$ cat src/rtl/tdm_timing_pkg.sv
package tdm_timing_pkg;

  // Frame-lock state shared between the tracker and the output decode.
  typedef struct packed {
    logic started;   // backplane mode active, outputs driven
    logic frame_ok;  // a pulse was seen at every frame boundary since start
  } tdm_lock_t;

  localparam tdm_lock_t LOCK_IDLE = '{started: 1'b0, frame_ok: 1'b0};

endpackage

$ cat src/rtl/tdm_rst_sync.sv
module tdm_rst_sync #(
  parameter int STAGES = 2
) (
  input  logic clk,
  input  logic arst_n,
  output logic rst_n_o
);

  logic [STAGES-1:0] chain_q;
  logic [STAGES-1:0] chain_d;

  always_comb begin
    chain_d = {chain_q[STAGES-2:0], 1'b1};
  end

  always_ff @(posedge clk or negedge arst_n) begin
    if (!arst_n) chain_q <= '0;
    else         chain_q <= chain_d;
  end

  assign rst_n_o = chain_q[STAGES-1];

endmodule

$ cat src/rtl/tdm_frame_track.sv
module tdm_frame_track
  import tdm_timing_pkg::*;
#(
  parameter int CNT_W     = 9,
  parameter int LOW_LIMIT = 2
) (
  input  logic             clk,
  input  logic             rst_n,
  input  logic             frame_n,
  output logic [CNT_W-1:0] cnt_o,
  output tdm_lock_t        lock_o
);

  localparam int              LOW_W     = $clog2(LOW_LIMIT + 2);
  localparam logic [LOW_W-1:0] LOW_SAT  = LOW_W'(LOW_LIMIT + 1);
  localparam logic [CNT_W-1:0] FRAME_END = {CNT_W{1'b1}};

  logic [CNT_W-1:0] cnt_q, cnt_d;
  logic [LOW_W-1:0] low_q, low_d;
  tdm_lock_t        lock_q, lock_d;
  logic             pulse_done;

  // A high sample that ends a low run of 1..LOW_LIMIT samples qualifies a pulse.
  assign pulse_done = frame_n && (low_q != '0) && (low_q != LOW_SAT);

  always_comb begin
    cnt_d  = cnt_q;
    low_d  = low_q;
    lock_d = lock_q;
    if (!frame_n) begin
      cnt_d = '0;
      if (low_q != LOW_SAT) low_d = low_q + LOW_W'(1);
      if (low_d == LOW_SAT) lock_d = LOCK_IDLE;
    end else begin
      cnt_d = cnt_q + CNT_W'(1);
      low_d = '0;
      if (pulse_done) begin
        lock_d.started  = 1'b1;
        lock_d.frame_ok = 1'b1;
      end else if (cnt_q == FRAME_END) begin
        lock_d.frame_ok = 1'b0;
      end
    end
  end

  always_ff @(posedge clk or negedge rst_n) begin
    if (!rst_n) begin
      cnt_q  <= '0;
      low_q  <= '0;
      lock_q <= LOCK_IDLE;
    end else begin
      cnt_q  <= cnt_d;
      low_q  <= low_d;
      lock_q <= lock_d;
    end
  end

  assign cnt_o  = cnt_q;
  assign lock_o = lock_q;

  a_r8_ok_needs_start: assert property (@(posedge clk) disable iff (!rst_n)
    lock_q.frame_ok |-> lock_q.started);

  a_r7_long_low_idles: assert property (@(posedge clk) disable iff (!rst_n)
    (low_q == LOW_SAT) |-> !lock_q.started);

  a_r10_start_position: assert property (@(posedge clk) disable iff (!rst_n)
    $rose(lock_q.started) |-> (cnt_q == CNT_W'(1)));

endmodule

$ cat src/rtl/tdm_strobe_gen.sv
module tdm_strobe_gen
  import tdm_timing_pkg::*;
#(
  parameter int CNT_W      = 9,
  parameter int SLOT_BITS  = 8,
  parameter int STB1_SLOT  = 1,
  parameter int STB2_SLOT  = 2,
  parameter int DLY_NARROW = 64,
  parameter int DLY_WIDE   = 128
) (
  input  logic [CNT_W-1:0] cnt_i,
  input  tdm_lock_t        lock_i,
  input  logic             linear_i,
  output logic             bclk_o,
  output logic             bclk_oe,
  output logic             stb1_o,
  output logic             stb1_oe,
  output logic             stb2_o,
  output logic             stb2_oe,
  output logic             dfp_n_o,
  output logic             dfp_oe
);

  localparam int               BIT_W    = CNT_W - 1;
  localparam logic [CNT_W-1:0] HIT_NARR = CNT_W'(DLY_NARROW - 1);
  localparam logic [CNT_W-1:0] HIT_WIDE = CNT_W'(DLY_WIDE - 1);

  logic [BIT_W-1:0] bit_idx;
  logic [1:0]       in_slot;
  logic             last_bit;
  logic             dly_hit;

  assign bit_idx  = cnt_i[CNT_W-1:1];
  assign last_bit = &bit_idx;

  for (genvar g = 0; g < 2; g++) begin : g_slot
    localparam int               SLOT = (g == 0) ? STB1_SLOT : STB2_SLOT;
    localparam logic [BIT_W-1:0] FIRST = BIT_W'(SLOT * SLOT_BITS);
    localparam logic [BIT_W-1:0] LAST  = BIT_W'(SLOT * SLOT_BITS + SLOT_BITS - 1);
    assign in_slot[g] = (bit_idx >= FIRST) && (bit_idx <= LAST);
  end

  always_comb begin
    dly_hit = linear_i ? (cnt_i == HIT_WIDE) : (cnt_i == HIT_NARR);
    bclk_o  = lock_i.started & cnt_i[0];
    stb1_o  = lock_i.frame_ok & (linear_i ? last_bit : in_slot[0]);
    stb2_o  = lock_i.frame_ok & ~linear_i & in_slot[1];
    dfp_n_o = ~(lock_i.frame_ok & dly_hit);
    bclk_oe = lock_i.started;
    stb1_oe = lock_i.started;
    stb2_oe = lock_i.started & ~linear_i;
    dfp_oe  = lock_i.started;
  end

  a_r5_strobes_disjoint: assert final ($onehot0({stb1_o, stb2_o}));

endmodule

$ cat src/rtl/tdm_frame_timing.sv
module tdm_frame_timing
  import tdm_timing_pkg::*;
#(
  parameter int FRAME_BITS = 256,
  parameter int SLOT_BITS  = 8,
  parameter int STB1_SLOT  = 1,
  parameter int STB2_SLOT  = 2,
  parameter int DLY_NARROW = 64,
  parameter int DLY_WIDE   = 128,
  parameter int LOW_LIMIT  = 2,
  parameter int SYNC_STAGES = 2
) (
  input  logic clk,
  input  logic pwr_n,
  input  logic frame_n,
  input  logic linear_i,
  output logic bus_mode_o,
  output logic bclk_o,
  output logic bclk_oe,
  output logic stb1_o,
  output logic stb1_oe,
  output logic stb2_o,
  output logic stb2_oe,
  output logic dfp_n_o,
  output logic dfp_oe
);

  localparam int FRAME_CLKS = FRAME_BITS * 2;
  localparam int CNT_W      = $clog2(FRAME_CLKS);

  logic             rst_n;
  logic [CNT_W-1:0] cnt;
  tdm_lock_t        lock;

  tdm_rst_sync #(.STAGES(SYNC_STAGES)) u_rst (
    .clk     (clk),
    .arst_n  (pwr_n),
    .rst_n_o (rst_n)
  );

  tdm_frame_track #(.CNT_W(CNT_W), .LOW_LIMIT(LOW_LIMIT)) u_track (
    .clk     (clk),
    .rst_n   (rst_n),
    .frame_n (frame_n),
    .cnt_o   (cnt),
    .lock_o  (lock)
  );

  tdm_strobe_gen #(
    .CNT_W      (CNT_W),
    .SLOT_BITS  (SLOT_BITS),
    .STB1_SLOT  (STB1_SLOT),
    .STB2_SLOT  (STB2_SLOT),
    .DLY_NARROW (DLY_NARROW),
    .DLY_WIDE   (DLY_WIDE)
  ) u_stb (
    .cnt_i    (cnt),
    .lock_i   (lock),
    .linear_i (linear_i),
    .bclk_o   (bclk_o),
    .bclk_oe  (bclk_oe),
    .stb1_o   (stb1_o),
    .stb1_oe  (stb1_oe),
    .stb2_o   (stb2_o),
    .stb2_oe  (stb2_oe),
    .dfp_n_o  (dfp_n_o),
    .dfp_oe   (dfp_oe)
  );

  assign bus_mode_o = lock.started;

  a_r2_bclk_half_rate: assert property (@(posedge clk) disable iff (!rst_n)
    bclk_o |=> !bclk_o);

  a_r3_dfp_one_cycle: assert property (@(posedge clk) disable iff (!rst_n)
    !dfp_n_o |=> dfp_n_o);

endmodule

$ cat config.mk
export PLATFORM = sky130hd
export DESIGN_NAME = tdm_frame_timing
export DESIGN_NICKNAME = d
export VERILOG_FILES = /design/src/rtl/tdm_timing_pkg.sv /design/src/rtl/tdm_rst_sync.sv /design/src/rtl/tdm_frame_track.sv /design/src/rtl/tdm_strobe_gen.sv /design/src/rtl/tdm_frame_timing.sv
export SDC_FILE = /design/constraint.sdc
export NUM_CORES = 1
export LEC_CHECK = 0
export BUFFER_PORTS_ARGS = -buffer_cell sky130_fd_sc_hd__buf_2
export CAP_MARGIN = 10
export CORE_MARGIN = 1.5
export CORE_UTILIZATION = 56
export CTS_BUF_LIST = sky130_fd_sc_hd__clkbuf_8
export DETAILED_ROUTE_END_ITERATION = 7
export GPL_ROUTABILITY_DRIVEN = 0
export PLACE_DENSITY = 0.8
export SLEW_MARGIN = 20
export SYNTH_ARGS = -nofsm -noshare
export SYNTH_HDL_FRONTEND = slang
export SYNTH_SLANG_ARGS = --single-unit
$ cat constraint.sdc
create_clock -name clk -period 1.4 [get_ports clk]
set_input_delay 0.28 -clock clk [delete_from_list [all_inputs] [get_ports clk]]
set_output_delay 0.28 -clock clk [all_outputs]
set_load 0.1 [all_outputs]
==> out/metrics.csv, run 1 <==
metric,value,unit
status,did not finish,
stop_stage,4_1_cts,
error_line,"[ERROR DPL-0038] Utilization greater than 100%, impossible to legalize",
cts_sinks,15,
dieHeight,39.31,um
clk_path_buf_depth,2,
ios,13,
syn_nets,80,
cts_resized,15,
start_util,63.03,%
synth_area,738.2,um^2
seq_area_frac_synth,50.85,%
ctsHtreeMaxLevel,1,
pre_cts_ws,-0.2105,ns
synth_warnings,0,
synth_cell_type_count,25,
avgSynthCellArea,9.976,um^2
cts_made_buffers,3,
dp.cells,112,
rows,12,
post_cts_buffers,4,
cts_hold_buf,1,
cts_root_buf,clkbuf_8,
die_width,39.31,um
io_buffers,12,
hpwl,1.607,mm
yosys_register_bits,15,
synth_cells,74,
-- cell families after synthesis --
family                     after synthesis  synth area share [%]
xor gates and xnor gates                 4                 4.747
muxes                                    2                 2.712
DFF                                     15                 50.85
other                                    1                0.5080
and+or+nand+nor                         32                 24.07
AOI/OAI and AO/OA                       11                 8.644
adders and majority gates                2                 3.389
buffers and inverters                    7                 5.084
-- synthesized netlist by cell type, drive strengths merged --
cell type / number / area, um^2
a21boi: 2 / 15.01
a21oi: 2 / 10.01
and2: 6 / 37.54
and3: 1 / 6.260
buf: 3 / 22.52
clkbuf: 1 / 3.750
conb: 1 / 3.750
dfrtp: 15 / 375.4
ha: 2 / 25.02
inv: 3 / 11.26
mux2i: 2 / 20.02
nand2: 5 / 18.77
nand2b: 1 / 6.260
nand3: 4 / 25.02
nand4: 1 / 6.260
nor2: 5 / 18.77
nor2b: 4 / 25.02
nor3b: 2 / 15.01
o21ai: 6 / 30.03
o32ai: 1 / 8.760
or2: 1 / 6.260
or3: 2 / 12.51
xnor2: 3 / 26.28
xor2: 1 / 8.760
-- through the flow --
step,TNS [ns],cell area (um^2)
3_5_place_dp,-0.5758,1101
2_1_floorplan,-1.413,794.5
3_3_place_gp,-0.1486,1101
==> run 2: changes to the inputs <==
--- a/config.mk
+++ b/config.mk
@@ -7,12 +7,11 @@
 export LEC_CHECK = 0
 export BUFFER_PORTS_ARGS = -buffer_cell sky130_fd_sc_hd__buf_2
 export CAP_MARGIN = 10
-export CORE_MARGIN = 1.5
-export CORE_UTILIZATION = 56
-export CTS_BUF_LIST = sky130_fd_sc_hd__clkbuf_8
+export CORE_AREA = 2 2 63 65
 export DETAILED_ROUTE_END_ITERATION = 7
+export DIE_AREA = 0 0 65 67
 export GPL_ROUTABILITY_DRIVEN = 0
-export PLACE_DENSITY = 0.8
+export PLACE_DENSITY_LB_ADDON = 0.15
 export SLEW_MARGIN = 20
 export SYNTH_ARGS = -nofsm -noshare
 export SYNTH_HDL_FRONTEND = slang
==> run 2 against run 1 <==
Net effect: the flow now finishes, with violations (setup timing); area after synthesis is the same; synthesized cell count is the same.
==> out/metrics.csv, run 2 <==
metric,value,unit
status,finished with violations,
violations,setup timing,
slowest_delay,0.39,ns
max_freq,577.8,MHz
wl_per_cell,11.03,um
rows,22,
dieHeight,67,um
r2r_cells,7,
syn_nets,80,
drtIter0Drc,13,
synth_area,738.2,um^2
synth_edf_count,0,
antenna_found_initial,0,
synthTopCellsByArea,"dfrtp_1, and2_1, o21ai_0, xnor2_1, ha_1",
crit_family,flip-flops,
m1WireLength,778,um
p_per_area,970.5,mW/mm^2
critical_path_required,1.12,ns
wl_met2,866,um
max_slew_margin,64.71,%
mostFrequentLayoutCells,"buf_4, dfrtp_1, buf_12",
synth_commonest_cells,"dfrtp_1, and2_1, o21ai_0",
antenna_cells,0,
hp-class,reg -> async,
io_buffers,12,
clkTransAtPathRegs,0.06,ns
synth_warnings,0,
finalCriticalPeriod,1.731,ns
cp.buffers_inverters,1,
tritoncts,yes,
startpoint,u_track.cnt_o[8]$_DFF_PN0_,
async_flop_share,100.0,%
setup_slack,-0.3308,ns
mostFrequentLayoutCell,buf_4,
hpwl,1.260,mm
worst_pin_slew,0.5293,ns
arrival,1.45,ns
synth_cell_type_count,25,
synth_top_area_cell,dfrtp_1,
slew_viol_final,0,
drt_pass1_iterations,2,
num_vias,620,
rsz0062_at_grt,true,
grt_max_degree,17,
yosys_register_bits,15,
ios,13,
largest_register_ffs,9,
synth.most_common_cell,dfrtp_1,
met3_length,52,um
cpMaxStageDelayCell,dfrtp_1,
avgSynthCellArea,9.976,um^2
synth_cells,74,
grt_pass1_vias,605,
ir_drop,0.3370,mV
cp-start-kind,flip-flop,
pre_cts_ws,-0.1121,ns
p_leak,0.5626,nW
drive_gt1_share,49.53,%
grt_pass1_wl,2.877,mm
crit_type,reg -> out,
highest-signal-layer,met4,
drc,0,
setup_viol_count_final,3,
hold_ws,0.2176,ns
clk_path_buf_depth,2,
hold_viol,0,
path_cells,"nor3b_2, nand2_2, o32ai_4, buf_12",
layout_worst_path_cycle_share,123.6,%
r2r_end,u_track.lock_o[0]$_DFFE_PN0P_,
ctsHtreeMaxLevel,1,
skew,0.004370,ns
seq_area_frac_synth,50.85,%
ys.flop_type,dfrtp_1,
die_width,65,um
path_max_fanout,2,
placed_cell_area,0.001151,mm^2
drtAntennaViolNets,0,
start_util,20.47,%
rr_startpoint,u_track.cnt_o[3]$_DFF_PN0_,
vias_per_cell,4.000,
cts_root_buf,clkbuf_8,
cts_sinks,15,
wirelength,1.709,mm
coreArea,0.003606,mm^2
reg2reg_setup_slack,0.01,ns
die_area,0.004355,mm^2
cp-end-kind,output port,
syn2layout_area_growth,78.81,%
cts_made_buffers,3,
globalRouteOverflowTotal,0,
synth_top_area_share,50.85,%
fin_nets,114,
final_cell_area,0.001320,mm^2
maxCapViolCount,0,
clk_latency,0.24,ns
grtUsageTotal,8.875,%
run 2: worst max-delay path by stage:
stage              to  slack [ns]  cells past startpoint
4_1_cts        stb1_o       -0.37                      4
6_report       stb1_o       -0.33                      4
3_5_place_dp   stb1_o       -0.11                      4
3_3_place_gp   stb1_o       -0.12                      4
5_1_grt        stb1_o       -0.40                      4
2_1_floorplan  stb2_o       -0.49                      3
run 2: cells by family (layout without fill, tap and decap cells):
| group | count (synthesis) | count (layout) | share of synthesized area, % |
|---|---|---|---|
| other cells | 1 | 1 | 0.5080 |
| mux | 2 | 2 | 2.712 |
| xor+xnor | 4 | 4 | 4.747 |
| flops | 15 | 15 | 50.85 |
| simple gates | 32 | 32 | 24.07 |
| buf+inv | 7 | 40 | 5.084 |
| fa+ha+maj | 2 | 2 | 3.389 |
| compound gates | 11 | 11 | 8.644 |
run 2: timing repair:
item                       4_1_cts  5_1_grt
gates resized for setup         13        5
setup buffers                    5        2
setup endpoints to repair        7        6
pin swaps                        6        8
hold endpoints to repair         2        0
hold buffers                     1        0
run 2: stage by stage:
stage               power [W]  cells  utilization (%)  setup TNS [ns]
floorplan           0.0007559     74                -          -1.413
finish               0.001281    155            36.61         -0.7966
global placement    0.0009113    147            31.92         -0.2909
detailed placement  0.0009117    147            31.92         -0.3138
global route         0.001336    155            36.61          -1.171
CTS                  0.001299    154            35.74         -0.8780
run 2: metal layers:
layer	GRT usage, %	up-vias
met3	1.520	2
met2	14.05	8
met1	11.48	298
met4	4.787	0
met5	0	-
li1	-	312
run 2: cell type report:
type	count	area, um^2
Inverter	3	11.26
Sequential cell	15	379.1
Tap cell	48	60.06
Fill cell	358	2286
Clock buffer	4	45.04
Timing Repair Buffer	33	371.6
Multi-Input combinational cell	52	452.9
run 2: where the power goes:
group | internal (W) | leakage (nW) | total, W | switching, W
logic | 0.000183 | 0.347 | 0.000443 | 0.000260
registers | 0.000461 | 0.193 | 0.000496 | 0.0000346
clock network | 0.000201 | 0.0228 | 0.000342 | 0.000141
total | 0.000845 | 0.563 | 0.00128 | 0.000436
Note: power is estimated with default switching activity, not from simulation.
